--- config.mk ---
export PLATFORM = sky130hd
export DESIGN_NAME = utrx_cell_rx
export DESIGN_NICKNAME = d
export VERILOG_FILES = /design/src/rtl/utrx_pkg.sv /design/src/rtl/utrx_framer.sv /design/src/rtl/utrx_cell_store.sv /design/src/rtl/utrx_flow_ctl.sv /design/src/rtl/utrx_cell_rx.sv
export SDC_FILE = /design/constraint.sdc
export NUM_CORES = 2
export LEC_CHECK = 0
export ABC_CLOCK_PERIOD_IN_PS = 4880
export BUFFER_PORTS_ARGS = -buffer_cell sky130_fd_sc_hd__buf_2
export CAP_MARGIN = 25
export CELL_PAD_IN_SITES_DETAIL_PLACEMENT = 0
export CELL_PAD_IN_SITES_GLOBAL_PLACEMENT = 1
export CORE_MARGIN = 5
export CORE_UTILIZATION = 56
export CTS_CLUSTER_DIAMETER = 100
export DETAILED_ROUTE_END_ITERATION = 16
export GPL_TIMING_DRIVEN = 0
export PLACE_DENSITY_LB_ADDON = 0.1
export SYNTH_ARGS = -nofsm -noshare
export SYNTH_HDL_FRONTEND = slang
export SYNTH_SLANG_ARGS = --single-unit
--- constraint.sdc ---
create_clock -name clk -period 4.88 [get_ports clk]
set_input_delay 0.976 -clock clk [delete_from_list [all_inputs] [get_ports clk]]
set_output_delay 0.976 -clock clk [all_outputs]
set_load 0.02 [all_outputs]
--- src/rtl/utrx_pkg.sv ---
package utrx_pkg;
    localparam int CELL_BYTES = 53;
    localparam int OFF_W      = $clog2(CELL_BYTES);
    typedef logic [7:0] octet_t;
endpackage

--- src/rtl/utrx_framer.sv ---
module utrx_framer #(
    parameter int CELL_BYTES = 53
) (
    input  logic                          clk,
    input  logic                          rst_n,
    input  logic                          accept,
    input  logic                          rx_soc,
    input  logic                          store_full,
    output logic                          wr_en,
    output logic [$clog2(CELL_BYTES)-1:0] wr_off,
    output logic                          commit,
    output logic                          drop_done
);
    localparam int OW = $clog2(CELL_BYTES);

    typedef struct packed {
        logic          in_cell;
        logic          dropping;
        logic [OW-1:0] cnt;
    } frm_t;

    frm_t s_d, s_q;

    always_comb begin
        s_d       = s_q;
        wr_en     = 1'b0;
        wr_off    = s_q.cnt;
        commit    = 1'b0;
        drop_done = 1'b0;
        if (accept) begin
            if (rx_soc) begin
                s_d.in_cell  = 1'b1;
                s_d.dropping = store_full;
                s_d.cnt      = OW'(1);
                wr_en        = !store_full;
                wr_off       = '0;
            end else if (s_q.in_cell) begin
                wr_en = !s_q.dropping;
                if (s_q.cnt == OW'(CELL_BYTES - 1)) begin
                    s_d.in_cell = 1'b0;
                    s_d.cnt     = '0;
                    commit      = !s_q.dropping;
                    drop_done   = s_q.dropping;
                end else begin
                    s_d.cnt = s_q.cnt + 1'b1;
                end
            end
        end
    end

    always_ff @(posedge clk or negedge rst_n) begin
        if (!rst_n) s_q <= '0;
        else        s_q <= s_d;
    end
endmodule

--- src/rtl/utrx_cell_store.sv ---
module utrx_cell_store #(
    parameter int DEPTH      = 4,
    parameter int CELL_BYTES = 53
) (
    input  logic                          clk,
    input  logic                          rst_n,
    input  logic                          wr_en,
    input  logic [$clog2(CELL_BYTES)-1:0] wr_off,
    input  logic [7:0]                    wr_data,
    input  logic                          commit,
    input  logic                          rd_ready,
    output logic [7:0]                    rd_data,
    output logic                          rd_sop,
    output logic                          rd_valid,
    output logic                          full,
    output logic [$clog2(DEPTH+1)-1:0]    used_nx
);
    localparam int OW    = $clog2(CELL_BYTES);
    localparam int UW    = $clog2(DEPTH + 1);
    localparam int PW    = (DEPTH > 1) ? $clog2(DEPTH) : 1;
    localparam int MEM_N = DEPTH * CELL_BYTES;
    localparam int AW    = $clog2(MEM_N);

    typedef struct packed {
        logic [PW-1:0] wr_slot;
        logic [PW-1:0] rd_slot;
        logic [OW-1:0] rd_off;
        logic [UW-1:0] used;
    } sto_t;

    sto_t s_d, s_q;
    utrx_pkg::octet_t mem [MEM_N];

    logic [PW-1:0] wr_next, rd_next;
    logic          pop_byte, pop_cell;
    logic [AW-1:0] wr_addr, rd_addr;

    generate
        if ((DEPTH & (DEPTH - 1)) == 0) begin : g_pow2
            assign wr_next = s_q.wr_slot + 1'b1;
            assign rd_next = s_q.rd_slot + 1'b1;
        end else begin : g_wrap
            assign wr_next = (s_q.wr_slot == PW'(DEPTH - 1)) ? '0 : s_q.wr_slot + 1'b1;
            assign rd_next = (s_q.rd_slot == PW'(DEPTH - 1)) ? '0 : s_q.rd_slot + 1'b1;
        end
    endgenerate

    assign wr_addr  = AW'(s_q.wr_slot) * AW'(CELL_BYTES) + AW'(wr_off);
    assign rd_addr  = AW'(s_q.rd_slot) * AW'(CELL_BYTES) + AW'(s_q.rd_off);
    assign rd_valid = (s_q.used != '0);
    assign rd_data  = mem[rd_addr];
    assign rd_sop   = (s_q.rd_off == '0);
    assign full     = (s_q.used == UW'(DEPTH));
    assign pop_byte = rd_valid && rd_ready;
    assign pop_cell = pop_byte && (s_q.rd_off == OW'(CELL_BYTES - 1));
    assign used_nx  = s_d.used;

    always_comb begin
        s_d = s_q;
        if (commit) s_d.wr_slot = wr_next;
        if (pop_byte) begin
            if (pop_cell) begin
                s_d.rd_off  = '0;
                s_d.rd_slot = rd_next;
            end else begin
                s_d.rd_off = s_q.rd_off + 1'b1;
            end
        end
        case ({commit, pop_cell})
            2'b10:   s_d.used = s_q.used + 1'b1;
            2'b01:   s_d.used = s_q.used - 1'b1;
            default: s_d.used = s_q.used;
        endcase
    end

    always_ff @(posedge clk or negedge rst_n) begin
        if (!rst_n) s_q <= '0;
        else        s_q <= s_d;
    end

    always_ff @(posedge clk) begin
        if (wr_en) mem[wr_addr] <= wr_data;
    end
endmodule

--- src/rtl/utrx_flow_ctl.sv ---
module utrx_flow_ctl #(
    parameter int DEPTH = 4,
    parameter int CNT_W = 8
) (
    input  logic                       clk,
    input  logic                       rst_n,
    input  logic                       cfg_nodrop,
    input  logic [$clog2(DEPTH+1)-1:0] used_nx,
    input  logic                       drop_done,
    output logic                       rx_enb_n,
    output logic                       overrun,
    output logic [CNT_W-1:0]           drop_count
);
    localparam int UW = $clog2(DEPTH + 1);

    typedef struct packed {
        logic             enb_n;
        logic             ovr;
        logic [CNT_W-1:0] drops;
    } flw_t;

    flw_t s_d, s_q;

    always_comb begin
        s_d       = s_q;
        s_d.enb_n = cfg_nodrop &&
                    ((used_nx == UW'(DEPTH)) || (s_q.enb_n && (used_nx != '0)));
        if (drop_done) begin
            s_d.ovr = 1'b1;
            if (s_q.drops != '1) s_d.drops = s_q.drops + 1'b1;
        end
    end

    always_ff @(posedge clk or negedge rst_n) begin
        if (!rst_n) begin
            s_q       <= '0;
            s_q.enb_n <= 1'b1;
        end else begin
            s_q <= s_d;
        end
    end

    assign rx_enb_n   = s_q.enb_n;
    assign overrun    = s_q.ovr;
    assign drop_count = s_q.drops;
endmodule

--- src/rtl/utrx_cell_rx.sv ---
module utrx_cell_rx #(
    parameter int DEPTH = 4,
    parameter int CNT_W = 8
) (
    input  logic             clk,
    input  logic             rst_n,
    input  logic             cfg_nodrop,
    input  logic [7:0]       rx_data,
    input  logic             rx_soc,
    input  logic             rx_empty_n,
    output logic             rx_enb_n,
    output logic [7:0]       rd_data,
    output logic             rd_sop,
    output logic             rd_valid,
    input  logic             rd_ready,
    output logic             overrun,
    output logic [CNT_W-1:0] drop_count
);
    localparam int OW = utrx_pkg::OFF_W;
    localparam int UW = $clog2(DEPTH + 1);

    logic          accept;
    logic          wr_en, commit, drop_done, store_full;
    logic [OW-1:0] wr_off;
    logic [UW-1:0] used_nx;

    assign accept = !rx_enb_n && rx_empty_n;

    utrx_framer #(.CELL_BYTES(utrx_pkg::CELL_BYTES)) u_framer (
        .clk        (clk),
        .rst_n      (rst_n),
        .accept     (accept),
        .rx_soc     (rx_soc),
        .store_full (store_full),
        .wr_en      (wr_en),
        .wr_off     (wr_off),
        .commit     (commit),
        .drop_done  (drop_done)
    );

    utrx_cell_store #(.DEPTH(DEPTH), .CELL_BYTES(utrx_pkg::CELL_BYTES)) u_store (
        .clk      (clk),
        .rst_n    (rst_n),
        .wr_en    (wr_en),
        .wr_off   (wr_off),
        .wr_data  (rx_data),
        .commit   (commit),
        .rd_ready (rd_ready),
        .rd_data  (rd_data),
        .rd_sop   (rd_sop),
        .rd_valid (rd_valid),
        .full     (store_full),
        .used_nx  (used_nx)
    );

    utrx_flow_ctl #(.DEPTH(DEPTH), .CNT_W(CNT_W)) u_flow (
        .clk        (clk),
        .rst_n      (rst_n),
        .cfg_nodrop (cfg_nodrop),
        .used_nx    (used_nx),
        .drop_done  (drop_done),
        .rx_enb_n   (rx_enb_n),
        .overrun    (overrun),
        .drop_count (drop_count)
    );
endmodule

==> out/metrics.csv <==
metric;value;unit
PortBufs;33;
CP max FO;7;
initial antenna violation count;6;
CTS max path bufs;3;
Die Area;0.129;mm^2
final routed wire length divided by cell count;40.9;um
Initial Util;56.2;%
Final ANT Viol Nets;0;
ranking of synthesized cells by area;edfxtp_1 (75%), mux4_2 (15%), nor2_1 (1.5%);
CP Data Arrival Time;4880;ps
post-place setup slack;-2600;ps
R2R Path Start;u_flow.rx_enb_n$_DFF_PN1_;
VDD IR-drop max;0.500;mV
top-area cell type share of the netlist area;74.5;%
hold_ws;250;ps
Cells after Synth;3233;
Post-synth EDFFs;1696;
CTS H-tree depth;4;
drc violations;0;
count leader, synth;edfxtp_1;
Worst Tran Pin Value;1180;ps
first-pass GRT wire length;295000;um
Layout area overhead;18.5;%
fin area;0.0810;mm^2
crit path launch type;flip-flop;
Core Rows;128;
Congestion Overflow GR;0;
nets@finish;3600;
layout cell share with drive strength beyond 1;36.3;%
TritonRoute pass-1 iters;5;
Yosys top cell by area;edfxtp_1;
Filler cells;7668;
net count after synthesis;3282;
status;complete, but fails checks;
CP Launch Point;u_store.s_q[10]$_DFFE_PN0P_;
clock sinks;1727;
crit end category;output pin;
hold buffers post-CTS;0;
Cell Pwr Density;549;mW/mm^2
critical path class;flip-flop to output pin;
CP required;3900;ps
sequential cell area fraction in the yosys report;75.6;%
FMAX;171;MHz
Final setup violation count;8;
routed via count;36840;
Pleak;25.6;nW
largest net degree at the start of global routing;153;
Avg Cell Area, Syn;21.1;um^2
Die H;359;um
root buffer cell;clkbuf_16;
vias in the first global route;36060;
Worst-path clk slew;60;ps
clock buffer count from CTS;171;
Power Total;0.0444;W
Final period util;120;%
reg2reg path depth;11;
setup ws final;-974;ps
Boundary Pins;34;
number of synthesized register bits;1727;
normalized max-slew margin;21.5;%
Final Hold Viols;0;
core box area;0.122;mm^2
Detailed Route WL;218000;um
HP Class;input pin to asynchronous set/reset pin;
prevailing post-synth register cell;edfxtp_1;
MaxCap Viol Count;0;
CTS tree;done;
Max Transition Viols Final;0;
Synth cell types;70;
Die W;359;um
Worst Clk Skew;34.0;ps
Skew-Pair Late Insertion Delay;830;ps
detailed placement HPWL;141000;um
DRT iter0 DRCs;5858;
post-synthesis cell area;0.0684;mm^2
GRT Total Usage;33.7;%
crit path time final;5850;ps
Vias/cell;6.93;
placed instance area;0.0713;mm^2
ys async rst share;1.80;%
RSZ-0062 raised after global routing;yes;
top post-synthesis cells by count;edfxtp_1 (1696), mux4_2 (458), nor2_1 (268);
global placement routability congestion;1.02;
Ys Warns;0;
failing checks;setup timing;
cells by family after synthesis:
kind of cell	share of synthesized area, %
xor+xnor	0.293
compound gates	2.20
flops	75.6
simple gates	3.22
fa+ha+maj	0.696
mux	16.3
buf+inv	1.66
through the flow:
stage,setup TNS [ps],std cells,utilization (%)
after detailed placement,-1993130,4930,58.6
final,-6940,5319,66.6
after global routing,-7590,5318,66.6
after global placement,-1866830,4891,58.0
after floorplan,0,3233,-
after CTS,-10150,5280,65.4
path summary, 6_finish.rpt:
kind / slack [ps] / to
worst max register to register: 80 / u_store.mem[173][2]$_DFFE_PP_
worst min register to register: 460 / u_flow.overrun$_DFFE_PN0P_
min in group clk: 370 / u_flow.rx_enb_n$_DFF_PN1_
max in group asynchronous: 4080 / u_store.s_q[9]$_DFFE_PN0P_
worst max-delay path: -970 / rd_data[5]
worst min-delay path: 250 / u_flow.drop_count[1]$_DFFE_PN0P_
registers in the layout, indices dropped and copies added (netlist names):
signal,count
u_flow.drop_count,8
u_framer.s_q,8
u_store.mem,1696
u_flow.overrun,1
u_flow.rx_enb_n,1
u_store.s_q,13
metal layers:
| layer | global-route usage, % | routed length (um) |
|---|---|---|
| met1 | 45.4 | 77500 |
| met2 | 50.5 | 99900 |
| met3 | 10.3 | 27200 |
| met4 | 17.2 | 13000 |
| met5 | 0 | 0 |
area by class of cell:
| class | instances | area, um^2 | area share, % |
|---|---|---|---|
| clock buffer | 211 | 4510 | 5.57 |
| timing repair buffer | 146 | 1690 | 2.09 |
| sequential | 1727 | 51700 | 63.8 |
| inverter | 26 | 103 | 0.127 |
| tap | 1625 | 2030 | 2.51 |
| multi-input combinational | 1301 | 17600 | 21.7 |
| buffer | 178 | 2270 | 2.81 |
| clock inverter | 103 | 1070 | 1.32 |
| antenna | 2 | 5.00 | 0.00618 |
power by group:
part           leakage, nW  switching (W)  internal [W]
clock                 2.74        0.00563       0.00759
combinational         7.19        0.00899       0.00577
sequential            15.6      0.0000683        0.0164
total                 25.6         0.0147        0.0298
critical path, cell delays in order (launching register included):
cell and delay [ps]:
dfrtp_2 450, ha_4 290, ha_4 150, inv_2 40, fa_2 620, buf_12 190
buf_12 140, clkbuf_16 180, clkbuf_16 180, buf_12 110, mux4_2 230, o211ai_1 120
o21a_2 210, a222oi_1 820, buf_2 310
cells in the final DEF (no fill, tap or decap), types with 30 or more instances in the layout:
cell type	Yosys	layout
buf_8	1	42
clkbuf_16	0	179
clkbuf_1	68	40
buf_12	2	57
buf_2	46	48
nand2_1	115	112
nor2_2	0	56
clkinv_2	0	32
mux4_2	458	458
a22oi_1	33	30
nor2_4	0	149
edfxtp_1	1696	1696
buf_4	37	77
nor2_1	268	63
buf_6	16	42
clkinv_1	1	36
what timing repair did:
item                                    in CTS  in global routing
gates cloned                                 1                  0
gates resized for setup                    618                316
setup buffers                               36                 38
pin swaps                                   30                 45
endpoints found under the setup margin    1665               1665
(Power assumes the default switching activity.)
